--- src/rtl/rch_pkg.sv ---
package rch_pkg;
   localparam int HDR_W   = 16;
   localparam int CNT_W   = 6;
   localparam int CNT_LSB = 1;
   localparam int OVF_BIT = 0;
   localparam int MOS_BIT = 14;
   localparam int INT_BIT = 15;
   localparam logic [HDR_W-1:0] CNT_STEP = HDR_W'(1) << CNT_LSB;
   localparam logic [CNT_W-1:0] CNT_MAX  = {CNT_W{1'b1}};

   typedef enum logic [2:0] {
      TRAP_NONE  = 3'd0,
      TRAP_OVF   = 3'd1,
      TRAP_UNDER = 3'd3,
      TRAP_BUG   = 3'd5
   } trap_e;

   typedef struct packed {
      logic [HDR_W-1:0] hdr;
      logic             wr;
      logic             enq;
      trap_e            trap;
   } side_res_t;
endpackage

--- src/rtl/rch_dec.sv ---
module rch_dec
   import rch_pkg::*;
(
   input  logic             active,
   input  logic             collecting,
   input  logic [HDR_W-1:0] hdr,
   output side_res_t        res
);
   logic [CNT_W-1:0] cnt;
   logic             ovf;

   assign cnt = hdr[CNT_LSB +: CNT_W];
   assign ovf = hdr[OVF_BIT];

   always_comb begin
      res      = '0;
      res.hdr  = hdr;
      res.trap = TRAP_NONE;
      if (active) begin
         if (cnt == '0) begin
            res.trap = ovf ? TRAP_UNDER : TRAP_BUG;
         end else begin
            res.hdr          = hdr - CNT_STEP;
            res.hdr[MOS_BIT] = collecting;
            res.wr           = 1'b1;
            if (cnt == CNT_W'(1) && !ovf && !hdr[INT_BIT]) begin
               res.hdr[INT_BIT] = 1'b1;
               res.enq          = 1'b1;
            end
         end
      end
   end
endmodule

--- src/rtl/rch_inc.sv ---
module rch_inc
   import rch_pkg::*;
(
   input  logic             active,
   input  logic [HDR_W-1:0] hdr,
   output side_res_t        res
);
   logic [CNT_W-1:0] cnt;

   assign cnt = hdr[CNT_LSB +: CNT_W];

   always_comb begin
      res      = '0;
      res.hdr  = hdr;
      res.trap = TRAP_NONE;
      if (active) begin
         if (cnt == CNT_MAX) begin
            res.trap = TRAP_OVF;
         end else begin
            res.hdr          = hdr + CNT_STEP;
            res.hdr[MOS_BIT] = 1'b0;
            res.wr           = 1'b1;
         end
      end
   end
endmodule

--- src/rtl/rch_update.sv ---
module rch_update
   import rch_pkg::*;
#(
   parameter int REF_W = 32
) (
   input  logic             clk,
   input  logic             rst_n,
   input  logic             in_valid,
   input  logic             collecting,
   input  logic [REF_W-1:0] old_ref,
   input  logic [REF_W-1:0] new_ref,
   input  logic [HDR_W-1:0] old_hdr,
   input  logic [HDR_W-1:0] new_hdr,
   output logic             done,
   output logic [HDR_W-1:0] old_hdr_o,
   output logic             old_wr,
   output logic [HDR_W-1:0] new_hdr_o,
   output logic             new_wr,
   output logic             enq,
   output logic [2:0]       trap_code
);
   generate
      if (REF_W < 2) begin : g_bad_width
         $error("rch_update: REF_W must be at least 2");
      end
   endgenerate

   logic      same_ref, old_act, new_act, any_trap;
   side_res_t dec_r, inc_r;
   trap_e     trap_sel;

   assign same_ref = (old_ref == new_ref);
   assign old_act  = !same_ref && (old_ref != '0);
   assign new_act  = !same_ref && (new_ref != '0);

   rch_dec u_dec (
      .active     (old_act),
      .collecting (collecting),
      .hdr        (old_hdr),
      .res        (dec_r)
   );

   rch_inc u_inc (
      .active (new_act),
      .hdr    (new_hdr),
      .res    (inc_r)
   );

   // new-side overflow wins over old-side faults
   always_comb begin
      if (inc_r.trap != TRAP_NONE) trap_sel = inc_r.trap;
      else                         trap_sel = dec_r.trap;
   end
   assign any_trap = (trap_sel != TRAP_NONE);

   always_ff @(posedge clk) begin
      if (!rst_n) begin
         done      <= 1'b0;
         old_hdr_o <= '0;
         old_wr    <= 1'b0;
         new_hdr_o <= '0;
         new_wr    <= 1'b0;
         enq       <= 1'b0;
         trap_code <= '0;
      end else begin
         done <= in_valid;
         if (in_valid) begin
            trap_code <= trap_sel;
            if (any_trap) begin
               old_hdr_o <= old_hdr;
               new_hdr_o <= new_hdr;
               old_wr    <= 1'b0;
               new_wr    <= 1'b0;
               enq       <= 1'b0;
            end else begin
               old_hdr_o <= dec_r.hdr;
               new_hdr_o <= inc_r.hdr;
               old_wr    <= dec_r.wr;
               new_wr    <= inc_r.wr;
               enq       <= dec_r.enq;
            end
         end
      end
   end
endmodule

--- config.mk ---
export PLATFORM = sky130hd
export DESIGN_NAME = rch_update
export DESIGN_NICKNAME = d
export VERILOG_FILES = /design/src/rtl/rch_pkg.sv /design/src/rtl/rch_dec.sv /design/src/rtl/rch_inc.sv /design/src/rtl/rch_update.sv
export SDC_FILE = /design/constraint.sdc
export NUM_CORES = 1
export LEC_CHECK = 0
export ABC_AREA = 1
export BUFFER_PORTS_ARGS = -buffer_cell sky130_fd_sc_hd__clkbuf_2
export CORE_UTILIZATION = 30
export DETAILED_ROUTE_END_ITERATION = 6
export PLACE_DENSITY = 0.54
export SYNTH_ARGS = -nofsm -noshare
export SYNTH_HDL_FRONTEND = slang
export SYNTH_HIERARCHICAL = 1
export SYNTH_SLANG_ARGS = --single-unit
--- constraint.sdc ---
create_clock -name clk -period 2.8 [get_ports clk]
set_input_delay 0.14 -clock clk [delete_from_list [all_inputs] [get_ports clk]]
set_output_delay 0.14 -clock clk [all_outputs]
set_load 0.02 [all_outputs]
## After elaboration in Yosys (flattened, before gate mapping)

Cells that the tools add are included.

| word-level totals | value |
|---|---|
| latch bits | 0 |
| bits of input ports | 100 |
| output and inout port bits | 39 |
| RAM bits | 0 |
| register bits | 39 |
| logic and storage cells | 40 |
| ROM bits | 0 |
| memories | 0 |

| cells by class | value |
|---|---|
| divide/modulo/power cells | 0 |
| reductions and logical operators | 12 |
| $mul | 0 |
| $add $sub $neg | 2 |
| multiplexer cells | 16 |
| $lt $le $gt $ge | 0 |
| eq/ne operators | 3 |
| shift operators | 0 |
| bitwise gates (word level) | 0 |

Operators by type and width:

| operator | count |
|---|---|
| nonzero test 32 bit | 2 |
| two-way mux 17 bit | 2 |
| equality test 32 bit | 1 |
| two-way mux 16 bit | 2 |
| two-way mux 21 bit | 1 |
| two-way mux 18 bit | 1 |
| adder 16 x 2 -> 16 bit (second input constant) | 1 |
| subtractor 16 x 2 -> 16 bit (second input constant) | 1 |
| two-way mux 3 bit | 4 |
| equality test 6 x 1 -> 1 bit (second input constant) | 1 |
| equality test 6 bit (second input constant) | 1 |
| zero test 6 bit | 1 |
| two-way mux 1 bit | 6 |
| nonzero test 3 bit | 2 |
| logical AND 1 bit | 4 |
| zero test 1 bit | 3 |

## Depth between registers and ports, before layout

| logic depth | value |
|---|---|
| depth after elaboration | 9 |
| mapped depth | 21 |
| mapped depth without buffers | 21 |

## By module

Netlist, hierarchy kept.

By module, submodules not included:

| module | cells each | area an instance (µm²) | times used | sequential area each (µm²) |
|---|---|---|---|---|
| rch_update | 531 | 2,866.5 | 1 | 780.7 |
| rch_dec | 86 | 489.2 | 1 | 0.0 |
| rch_inc | 64 | 325.3 | 1 | 0.0 |

## Least setup slack after synthesis

No wires, ideal clock.

| path | value |
|---|---|
| path kind | input to register |
| start | input old_ref[30] |
| end | register new_hdr_o[10] |
| required time | 2.683 ns |
| path slack | 0.793 ns |
| setup time | 0.117 ns |
| data arrival time | 1.890 ns |
| buffers on the path | 1 |
| stages on the path | 18 |
| cells stage by stage | or2_2 > a21oi_1 > nand2_1 > nor2_1 > nand2_1 > nor2_1 > nor2_1 > nand3_1 > nor2_1 > nor2_1 > nand3_1 > nand2_2 > inv_2 > buf_2 > nand3_1 > nand2_1 > nor2_1 > nor2_1 |

RTL lines:

| element | RTL line | source |
|---|---|---|
| start, declared | rch_update.sv:10 | `input logic [REF_W-1:0] old_ref,` |
| end signal, assigned | rch_update.sv:71 | `new_hdr_o <= new_hdr;` |
| end signal, assigned | rch_update.sv:77 | `new_hdr_o <= inc_r.hdr;` |
| end, declared | rch_update.sv:17 | `output logic [HDR_W-1:0] new_hdr_o,` |

==> reports/summary.md <==
Post-cts resize count: 0. The run gives 0.812 as the placer's final routability congestion estimate. Reg-to-reg endpoint: old_hdr_o[1]$_SDFFE_PN0P_.

The footprint of the flip-flops and latches is 781 sq um. The tools report the summed negative setup slack over all endpoints as 0 ns. The slowest stage of the critical path is the sky130_fd_sc_hd__nor2_4 cell. The startpoint identified for the worst register-to-register timing path is old_hdr_o[1]$_SDFFE_PN0P_.

The die is 113 um tall. Grouping stages by cell kind, the critical path spends the most delay in simple AND/OR/NAND/NOR gates. The ratio of cells with drive above 1 in the final layout works out to 22.4%. The root buffer selected by CTS is sky130_fd_sc_hd__clkbuf_16.

Port buffering added 138 buffers. The run gives 6 as the total of warnings raised by yosys. Dividing the final minimum period by the clock period gives 82.6%. After the flow finishes, the layout carries non-filler instances totaling 949. The first global-routing pass estimated 17600 um of wire.

The share of total power dissipated in combinational logic is 27.2%. The tools report the buffers inserted during post-CTS setup optimization as 0. For this design the static power due to leakage is 2.72 nW. The run gives 905 as the final net count. The run gives 0 as the number of antenna repair diodes. Counting along the longest clock path gives a buffer depth of 2.

The floorplan step set the die width to 113 um. The number of buffer and inverter instances along the worst setup path came out at 2. In this run the worst path has a maximum fanout of 32. The starting density of the core is 30.7%. At the pin with the least slew margin, the transition time is 0.726 ns. The total overflow left after global routing is 0. The logs give 4 for the first-pass iteration count of the detailed router and 556 uW for the switching component of the power. Synthesis produced 680 cells. The tools report the worst-case vdd ir drop as 0.213 mV. Detailed placement finished with a half-perimeter wire length of 8260 um. The routed via count divided by cell count came out at 4.40.

In this design, the stage delay of the slowest critical-path cell is 0.59 ns. Setup repair after global routing left no endpoint under its margin. The beginning of the critical path was old_ref[31].

After layout, the worst setup slack is 0.488 ns. For the number of buffers created by CTS, the log shows 5. The cell area that synthesis handed to floorplanning was 3670 sq um. The floorplan step defined a die boundary enclosing 12700 sq um. The run gives 2270 sq um as the combined area of the multi-input logic cells.

The tools report the maximum number of pins on one net before global-route repair as 76. Number of setup violations in the final report: 0. The area of the placeable core came out at 12000 sq um. The total power per unit cell area is 384 nW/um^2. The worst hold path begins at new_hdr[0]. The clock insertion delay at the later pin of the skew report was 0.28 ns. The setup slack of the worst register-to-register path was 2.14 ns; the post-synthesis area per instance was 5.40 sq um. The tools report the internal power as 1.22 mW.

The worst relative slew slack came out at 51.5%. Number of cells on the worst hold path: 5. The post-route clock skew is 0 ns.

For this block, the routed nets add up to 10400 um of wire. In this run the worst hold path is classified as input pin to flip-flop. For this run, the total global-route usage over all layers was measured as 17.0%. Count of pins over their slew limit: 0.

Number of primary I/O pins: 139. Level count of the clock H-tree: 2. In this run, placement finished with an instance count of 941. For the worst setup path, the data required time is 3.03 ns. Of the total power, the share spent switching nets is 31.3%.

The data arrival time of the critical path was 2.54 ns; the portion of total power attributed to the clock network was 38.3%. The number of routed nets with antenna violations came out at 0. The total vias in the final route was 4176; the pre-CTS worst setup slack was 0.164 ns.

The most numerous cell type found on the critical path is sky130_fd_sc_hd__nor2_1. The critical path goes through clkbuf_2, inv_1, nand2_1, nand2_1, a21oi_1, nand2_1, nor2_1, nand2_1, nor2_1, nor2_1, nand3_1, nor2_1, nor2_1, nand2_1, nand2_2, nor2_4, nand3_1, nand2_1, nor2_1, nor2_1. Measured in cells, the most critical reg-to-reg path has a length of 2.

The kind of critical path is input pin to flip-flop. Number of hold buffers added after cts: 0. The path with the worst hold slack has its endpoint at new_hdr_o[0]$_SDFFE_PN0P_. The tools report the proportion of power drawn by flip-flops and latches as 34.5%. The count of filler cells inserted in the layout came out at 1362.

The tools report the category of the worst setup path capture point as a flip-flop. The DRC violation count after routing was 0; the number of antenna violations at the first check in global routing was 0. After clock tree synthesis, the clock-pin slew on the worst setup and hold paths is 0.06 ns. The count of max-cap constraint violations is 0, and the post-layout minimum cycle time is 2.31 ns. Area added between synthesis and finish: 25.7%. For this design, the sink count on the clock tree is 39. The maximum operating frequency is 433 MHz.

The run gives 204 as the number of DRC markers after the initial detailed-route iteration. The flow ran to the end, and the final reports show no timing, DRC or antenna violations. The via count of the first global-routing pass is 3782. The initialized floorplan defines 40 standard-cell rows. For the number of hold violations in the final report, the log shows 0. TritonCTS built the clock tree.

After detailed routing, the average wire length per cell comes to 11.0 um. The worst setup path is launched from an input pin. The total design power came out at 1.77 mW.
==> state kept, by name, summed over array words and instances, names as in the netlist <==
signal / flops
new_hdr_o: 16
old_hdr_o: 16
new_wr: 1
old_wr: 1
trap_code: 3
enq: 1
done: 1
==> metal layers <==
| metal | up-vias | wire (um) | GRT usage (%) |
|---|---|---|---|
| met5 | - | 0 | 0 |
| met4 | 0 | 140 | 4.18 |
| met3 | 12 | 309 | 2.38 |
| met2 | 74 | 4710 | 28.7 |
| met1 | 1791 | 5280 | 22.7 |
| li1 | 2299 | - | - |
==> tightest hold or removal path, cell delays in order <==
cell	delay, ns
sky130_fd_sc_hd__clkbuf_2	0.09
sky130_fd_sc_hd__inv_1	0.05
sky130_fd_sc_hd__nor2_1	0.04
sky130_fd_sc_hd__nor2_1	0.09
sky130_fd_sc_hd__nor2_1	0.04
==> metrics by stage <==
stage	area, sq um	hold WS (ns)	util, %
after floorplan	3680	0.377	-
after global placement	4440	0.483	37.1
after detailed placement	4440	0.481	37.1
after CTS	4620	0.203	38.6
after global routing	4620	0.234	38.6
final	4620	0.202	38.6
==> power groups by stage <==
stage | Combinational, mW | Clock (mW) | Sequential (mW)
CTS | 0.487 | 0.701 | 0.613
global route | 0.550 | 0.719 | 0.617
detailed placement | 0.485 | 0 | 0.625
global placement | 0.485 | 0 | 0.625
floorplan | 0.257 | 0 | 0.670
finish | 0.482 | 0.680 | 0.613
==> final cells by class <==
class / count / share of cell area [%]
clock buffers: 6 / 3.01
clock inverters: 2 / 0.759
inverters: 125 / 10.2
flip-flops and latches: 39 / 16.9
repair buffers: 143 / 16.0
multi-input cells: 487 / 49.1
well taps: 147 / 3.98
==> layout by cell type (no fill, tap or decap), types with 5 or more instances in the layout <==
cell type                   count
sky130_fd_sc_hd__nand4_1        7
sky130_fd_sc_hd__inv_1        120
sky130_fd_sc_hd__clkbuf_16      5
sky130_fd_sc_hd__xor2_1        11
sky130_fd_sc_hd__dfxtp_1       39
sky130_fd_sc_hd__nand2_2        5
sky130_fd_sc_hd__nand3_1       52
sky130_fd_sc_hd__a21oi_1        9
sky130_fd_sc_hd__nor4_1         9
sky130_fd_sc_hd__o21ai_0       37
sky130_fd_sc_hd__nor2_4         8
sky130_fd_sc_hd__nand2_1      170
sky130_fd_sc_hd__clkbuf_2     138
sky130_fd_sc_hd__nand3_2        5
sky130_fd_sc_hd__nor3_1         6
sky130_fd_sc_hd__nor2_1       148
==> how the worst max path moves through the flow <==
stage	endpoint	slack [ns]	depth (start not counted)
2_1_floorplan	new_hdr_o[10]$_SDFFE_PN0P_	0.79	18
3_3_place_gp	new_hdr_o[1]$_SDFFE_PN0P_	0.19	17
3_5_place_dp	new_hdr_o[1]$_SDFFE_PN0P_	0.16	20
4_1_cts	new_hdr_o[14]$_SDFFE_PN0P_	0.45	20
5_1_grt	old_hdr_o[0]$_SDFFE_PN0P_	0.09	20
6_report	new_hdr_o[10]$_SDFFE_PN0P_	0.49	20
Power figures use the tool's default switching activity.
